**config.mk**
```make
export PLATFORM = sky130hd
export DESIGN_NAME = int_exec_alu
export DESIGN_NICKNAME = d
export VERILOG_FILES = /design/src/rtl/int_exec_alu_pkg.sv /design/src/rtl/alu_opnd_sel.sv /design/src/rtl/alu_addsub.sv /design/src/rtl/alu_barrel.sv /design/src/rtl/alu_bitwise.sv /design/src/rtl/int_exec_alu.sv
export SDC_FILE = /design/constraint.sdc
export NUM_CORES = 1
export LEC_CHECK = 0
export ABC_AREA = 1
export BUFFER_PORTS_ARGS = -buffer_cell sky130_fd_sc_hd__clkbuf_2
export CAP_MARGIN = 20
export CORE_MARGIN = 1
export CORE_UTILIZATION = 25
export DETAILED_ROUTE_END_ITERATION = 7
export PLACE_DENSITY = 0.46
export SLEW_MARGIN = 20
export SYNTH_ARGS = -nofsm -noshare
export SYNTH_HDL_FRONTEND = slang
export SYNTH_HIERARCHICAL = 1
export SYNTH_SLANG_ARGS = --single-unit
```
**constraint.sdc**
```tcl
create_clock -name vclk -period 4.6
set_input_delay 0.92 -clock vclk [all_inputs]
set_output_delay 0.92 -clock vclk [all_outputs]
set_load 0.05 [all_outputs]
```
**src/rtl/int_exec_alu_pkg.sv**
```systemverilog
package int_exec_alu_pkg;

    typedef enum logic [3:0] {
        OP_ADD  = 4'd0,
        OP_SUB  = 4'd1,
        OP_SLL  = 4'd2,
        OP_SRL  = 4'd3,
        OP_AND  = 4'd4,
        OP_OR   = 4'd5,
        OP_NOR  = 4'd6,
        OP_XOR  = 4'd7,
        OP_ADDI = 4'd8,
        OP_ANDI = 4'd9,
        OP_ORI  = 4'd10,
        OP_XORI = 4'd11,
        OP_LUI  = 4'd12
    } op_e;

    typedef enum logic [2:0] {
        U_ZERO,
        U_ARITH,
        U_SHIFT,
        U_LOGIC,
        U_PASS
    } unit_e;

    typedef enum logic [1:0] {
        L_AND,
        L_OR,
        L_NOR,
        L_XOR
    } logic_e;

    typedef enum logic [1:0] {
        B_REG,
        B_SEXT,
        B_ZEXT,
        B_UPPER
    } bsel_e;

    typedef struct packed {
        unit_e  unit;
        logic   sub;
        logic   shl;
        logic_e lop;
        bsel_e  bsel;
    } ctrl_t;

    function automatic ctrl_t decode_op(input logic [3:0] code);
        ctrl_t c;
        c.unit = U_ZERO;
        c.sub  = 1'b0;
        c.shl  = 1'b0;
        c.lop  = L_AND;
        c.bsel = B_REG;
        case (op_e'(code))
            OP_ADD:  c.unit = U_ARITH;
            OP_SUB:  begin c.unit = U_ARITH; c.sub = 1'b1; end
            OP_SLL:  begin c.unit = U_SHIFT; c.shl = 1'b1; end
            OP_SRL:  c.unit = U_SHIFT;
            OP_AND:  begin c.unit = U_LOGIC; c.lop = L_AND; end
            OP_OR:   begin c.unit = U_LOGIC; c.lop = L_OR;  end
            OP_NOR:  begin c.unit = U_LOGIC; c.lop = L_NOR; end
            OP_XOR:  begin c.unit = U_LOGIC; c.lop = L_XOR; end
            OP_ADDI: begin c.unit = U_ARITH; c.bsel = B_SEXT; end
            OP_ANDI: begin c.unit = U_LOGIC; c.lop = L_AND; c.bsel = B_ZEXT; end
            OP_ORI:  begin c.unit = U_LOGIC; c.lop = L_OR;  c.bsel = B_ZEXT; end
            OP_XORI: begin c.unit = U_LOGIC; c.lop = L_XOR; c.bsel = B_ZEXT; end
            OP_LUI:  begin c.unit = U_PASS;  c.bsel = B_UPPER; end
            default: c.unit = U_ZERO;
        endcase
        return c;
    endfunction

endpackage

```
**src/rtl/alu_opnd_sel.sv**
```systemverilog
module alu_opnd_sel
    import int_exec_alu_pkg::*;
#(
    parameter int DATA_W = 32,
    parameter int IMM_W  = 16
) (
    input  bsel_e             bsel,
    input  logic [DATA_W-1:0] reg_b,
    input  logic [IMM_W-1:0]  imm,
    output logic [DATA_W-1:0] opnd_b
);
    localparam int PAD_W = DATA_W - IMM_W;

    logic [DATA_W-1:0] imm_sext;
    logic [DATA_W-1:0] imm_zext;
    logic [DATA_W-1:0] imm_upper;

    assign imm_sext  = {{PAD_W{imm[IMM_W-1]}}, imm};
    assign imm_zext  = {{PAD_W{1'b0}}, imm};
    assign imm_upper = {imm, {PAD_W{1'b0}}};

    always_comb begin
        case (bsel)
            B_SEXT:  opnd_b = imm_sext;
            B_ZEXT:  opnd_b = imm_zext;
            B_UPPER: opnd_b = imm_upper;
            default: opnd_b = reg_b;
        endcase
    end
endmodule

```
**src/rtl/alu_addsub.sv**
```systemverilog
module alu_addsub #(
    parameter int DATA_W = 32
) (
    input  logic              sub,
    input  logic [DATA_W-1:0] a,
    input  logic [DATA_W-1:0] b,
    output logic [DATA_W-1:0] sum
);
    logic [DATA_W-1:0] b_eff;
    logic [DATA_W-1:0] cin;

    assign b_eff = b ^ {DATA_W{sub}};
    assign cin   = {{(DATA_W-1){1'b0}}, sub};
    assign sum   = a + b_eff + cin;
endmodule

```
**src/rtl/alu_barrel.sv**
```systemverilog
module alu_barrel #(
    parameter int DATA_W = 32,
    parameter int SH_W   = $clog2(DATA_W)
) (
    input  logic              shl,
    input  logic [DATA_W-1:0] din,
    input  logic [SH_W-1:0]   amt,
    output logic [DATA_W-1:0] dout
);
    logic [DATA_W-1:0] stage [0:SH_W];

    assign stage[0] = din;

    for (genvar k = 0; k < SH_W; k++) begin : g_stage
        localparam int DIST = 1 << k;
        logic [DATA_W-1:0] moved;
        assign moved = shl ? (stage[k] << DIST) : (stage[k] >> DIST);
        assign stage[k+1] = amt[k] ? moved : stage[k];
    end

    assign dout = stage[SH_W];
endmodule

```
**src/rtl/alu_bitwise.sv**
```systemverilog
module alu_bitwise
    import int_exec_alu_pkg::*;
#(
    parameter int DATA_W = 32
) (
    input  logic_e            lop,
    input  logic [DATA_W-1:0] a,
    input  logic [DATA_W-1:0] b,
    output logic [DATA_W-1:0] y
);
    always_comb begin
        case (lop)
            L_OR:    y = a | b;
            L_NOR:   y = ~(a | b);
            L_XOR:   y = a ^ b;
            default: y = a & b;
        endcase
    end
endmodule

```
**src/rtl/int_exec_alu.sv**
```systemverilog
module int_exec_alu
    import int_exec_alu_pkg::*;
#(
    parameter int DATA_W = 32,
    parameter int IMM_W  = 16,
    parameter int SH_W   = $clog2(DATA_W)
) (
    input  logic [3:0]        op_sel,
    input  logic [DATA_W-1:0] src_a,
    input  logic [DATA_W-1:0] src_b,
    input  logic [IMM_W-1:0]  imm16,
    input  logic [SH_W-1:0]   shamt,
    output logic [DATA_W-1:0] result
);
    ctrl_t             ctrl;
    logic [DATA_W-1:0] opnd_b;
    logic [DATA_W-1:0] arith_y;
    logic [DATA_W-1:0] shift_y;
    logic [DATA_W-1:0] logic_y;

    assign ctrl = decode_op(op_sel);

    alu_opnd_sel #(.DATA_W(DATA_W), .IMM_W(IMM_W)) u_opnd (
        .bsel   (ctrl.bsel),
        .reg_b  (src_b),
        .imm    (imm16),
        .opnd_b (opnd_b)
    );

    alu_addsub #(.DATA_W(DATA_W)) u_arith (
        .sub (ctrl.sub),
        .a   (src_a),
        .b   (opnd_b),
        .sum (arith_y)
    );

    alu_barrel #(.DATA_W(DATA_W), .SH_W(SH_W)) u_shift (
        .shl  (ctrl.shl),
        .din  (src_a),
        .amt  (shamt),
        .dout (shift_y)
    );

    alu_bitwise #(.DATA_W(DATA_W)) u_logic (
        .lop (ctrl.lop),
        .a   (src_a),
        .b   (opnd_b),
        .y   (logic_y)
    );

    always_comb begin
        case (ctrl.unit)
            U_ARITH: result = arith_y;
            U_SHIFT: result = shift_y;
            U_LOGIC: result = logic_y;
            U_PASS:  result = opnd_b;
            default: result = '0;
        endcase
    end
endmodule

```
==> parameters.txt <==
Parameter                              Value

Synthesis
  Cell accounting for the most synthesized area    nand2_1
  Number of different library cells in the post-synthesis netlist    38
  Synth Instances    1962
  Main combinational cell family by area after synthesis    simple AND/OR/NAND/NOR gates
  Fraction of the yosys area taken by sequential cells    0
  Yosys top cell area share    0.354
  Most frequent cell after synthesis    nand2_1
  Ranking of synthesized cells by area    nand2_1 35%, nand3_1 19%, ha_1 13%, inv_1 9.9%, xor2_1 4.0%
  Portion of netlist area occupied by mux cells    0
  Share of the synthesized area in compound gates (AO/OA/AOI/OAI)    0.0366
  Mapped cell area    9600 µm²
  Average footprint of a synthesized cell    roughly 4.9 µm²
  XOR/XNOR Fraction of Synth Area    0.0429
  Share of synthesized cell area in and, or, nand and nor gates    0.617
  Post-Synth Adder-Cell Area    0.129
  Most frequent cells after synthesis    905 x nand2_1, 369 x nand3_1, 253 x inv_1
  Total of warnings raised by yosys    6
  Nets in the synthesized netlist    between 2000 and 2500

Routing
  Vias per std cell    approximately 4.8
  Number of design rule violations left after detail routing    0
  Overall via count from detail_route    between 10000 and 15000
  Average wire per standard cell    about 17 µm
  Remaining antenna violation count    0
  Initial DRC Count    approximately 880
  Number of iterations in the first detailed-routing pass    5
  Final wirelength    approximately 46000 µm

Critical path
  CP max stage cell    ha_1
  Critical path data arrival time    a little under 4 ns
  Number of buffer and inverter stages on the critical path    9
  Cell type with the highest occurrence count on the critical path    nand2_1
  Worst Path Class, Setup    in -> out
  Endpoint type of the worst setup path    primary output
  Worst path top cell family by delay    simple AND/OR/NAND/NOR gates
  Largest stage delay on the critical path    between 0.3 and 0.4 ns
  Endpoint required time on the critical path    3.68 ns
  Element type at the critical path start    input pin
  Top fanout value on the critical path    7

Pwr
  Cell area power density    ~170 nW/µm²
  Design internal power    0.00101 W
  Sequential share of power    0
  Switching part of the total    0.581
  NetSw    between 0.001 and 0.0015 W
  Clock network fraction of total power    0
  Leakage dissipation    8.08 nW
  Combinational share of power    1.000
  Worst-case vdd ir drop    around 94 µV

Placement
  Number of placed instances with taps included    2691
  Area post-placement    between 10000 and 15000 µm²
  Routability congestion estimate    just under 1
  Total half-perimeter wirelength after legalization and detailed placement    between 30000 and 40000 µm
  Input/output buffers    between 100 and 150

GRT
  Wire length of the first global-routing pass    a little under 70000 µm
  Global-route layer with the greatest usage    met2
  Number of global-route vias before repair    11900
  Met1 Track Usage GR    0.294
  Met3 track demand over resource    0.00937
  Initial antenna violation count    0
  Global routing usage summed across all routing layers    0.223
  Largest net degree at the start of global routing    65
  Routing usage on met2    0.406
  Overall overflow remaining after global route    0

Floorplan
  Chip Height    a little under 200 µm
  Io pins    121
  Die area    a little under 40000 µm²
  Initial Utilization    0.254
  Die extent in x    approximately 200 µm
  Core Rows    71
  Core region area    between 30000 and 40000 µm²

STA
  Max-slew violation count    0
  Worst slew margin    0.403
  Final critical-path setup slack    -0.216 ns
  Final hold violation count    0
  Fmax    ~210 MHz
  Final worst-path cycle share    1.05
  Min Clock Period, post-route    4.82 ns
  Smallest hold slack    2.52 ns
  Setup_tns    -2.69 ns
  Transition time at the pin with the least slew margin    0.893 ns
  Unrepaired setup endpoints after global routing    yes
  Final number of setup-violating endpoints    25

Finish
  Final instance count without filler cells    2738
  Layout clock buffers    0
  Net count reported at finish    2416
  End-of-flow core utilization    0.372
  Share of final-layout standard cells stronger than drive strength 1    0.287
  Sequential cell area    0 µm²
  Area growth syn-to-layout    46.3%
  # diodes    0
  Count of flip-flops and latches    0
  Final Cell Area    about 14000 µm²

Clock network
  Number of buffers inserted by hold repair at cts    0

Run status
  Outcome    finished with violations
  Failing checks    setup timing

Run
  Max-capacitance violation count    0

Hold path
  Path class of the lowest-slack min-delay path    in -> out
stage by stage:
step,total power (W),worst slack [ns]
floorplan,0.00118,0.000468
global placement,0.00206,-0.487
detailed placement,0.00207,-0.486
CTS,0.00221,-0.156
global route,0.00260,-0.344
finish,0.00241,-0.216
per-layer routing:
| layer | vias to the layer above | routed length [µm] |
|---|---|---|
| li1 | 6602 | - |
| met1 | 6071 | 20200 |
| met2 | 374 | 22100 |
| met5 | - | 0 |
| met3 | 59 | 2340 |
| met4 | 0 | 860 |
cells by family after synthesis:
logic type               Yosys count
AO/OA/AOI/OAI                     65
XOR/XNOR                          47
adder cells (fa/ha/maj)           98
buffers and inverters            368
AND/OR/NAND/NOR                 1384
power groups by stage:
stage	Combinational [W]	Clock, W	Sequential, W
after floorplan	0.00118	0	0
after global placement	0.00206	0	0
after detailed placement	0.00207	0	0
after CTS	0.00221	0	0
after global routing	0.00260	0	0
final	0.00241	0	0
tightest hold or removal path, delay by kind of cell:
kind | cells | cell delay, ns
and+or+nand+nor | 2 | 0.20
buffers and inverters | 2 | 0.38
xor gates and xnor gates | 1 | 0.09
repair_timing:
action	4_1_cts	5_1_grt
gates resized for setup	137	158
buffers inserted	20	24
gates cloned	1	3
endpoints found under the setup margin	29	32
pin swaps	67	96
final timing paths:
kind  startpoint         end  slack, ns  cells past startpoint
min     src_a[0]   result[0]       2.52                      5
max    op_sel[1]  result[21]      -0.22                     25
area by class of cell:
| type | instances | area (µm²) |
|---|---|---|
| Fill cell | 4246 | 23700 |
| Inverter | 269 | 1050 |
| Multi-Input combinational cell | 1596 | 9090 |
| Tap cell | 511 | 639 |
| Timing Repair Buffer | 362 | 3260 |
cell usage in the layout, fill, tap and decap left out, drive strengths merged:
cell / Yosys / layout
a21oi: 38 / 38
fa: 1 / 1
buf: 85 / 273
clkbuf: 14 / 89
a21o: 2 / 2
o21bai: 4 / 4
o21a: 1 / 1
clkinv: 2 / 3
ha: 97 / 97
inv: 267 / 266
nor3: 5 / 5
xor2: 44 / 44
nor4: 3 / 3
nand2: 929 / 929
nand4: 1 / 1
xnor2: 3 / 3
nor2: 59 / 61
and2: 1 / 1
o21ai: 20 / 20
nand3: 386 / 386
Note: power is estimated with default switching activity, not from simulation.
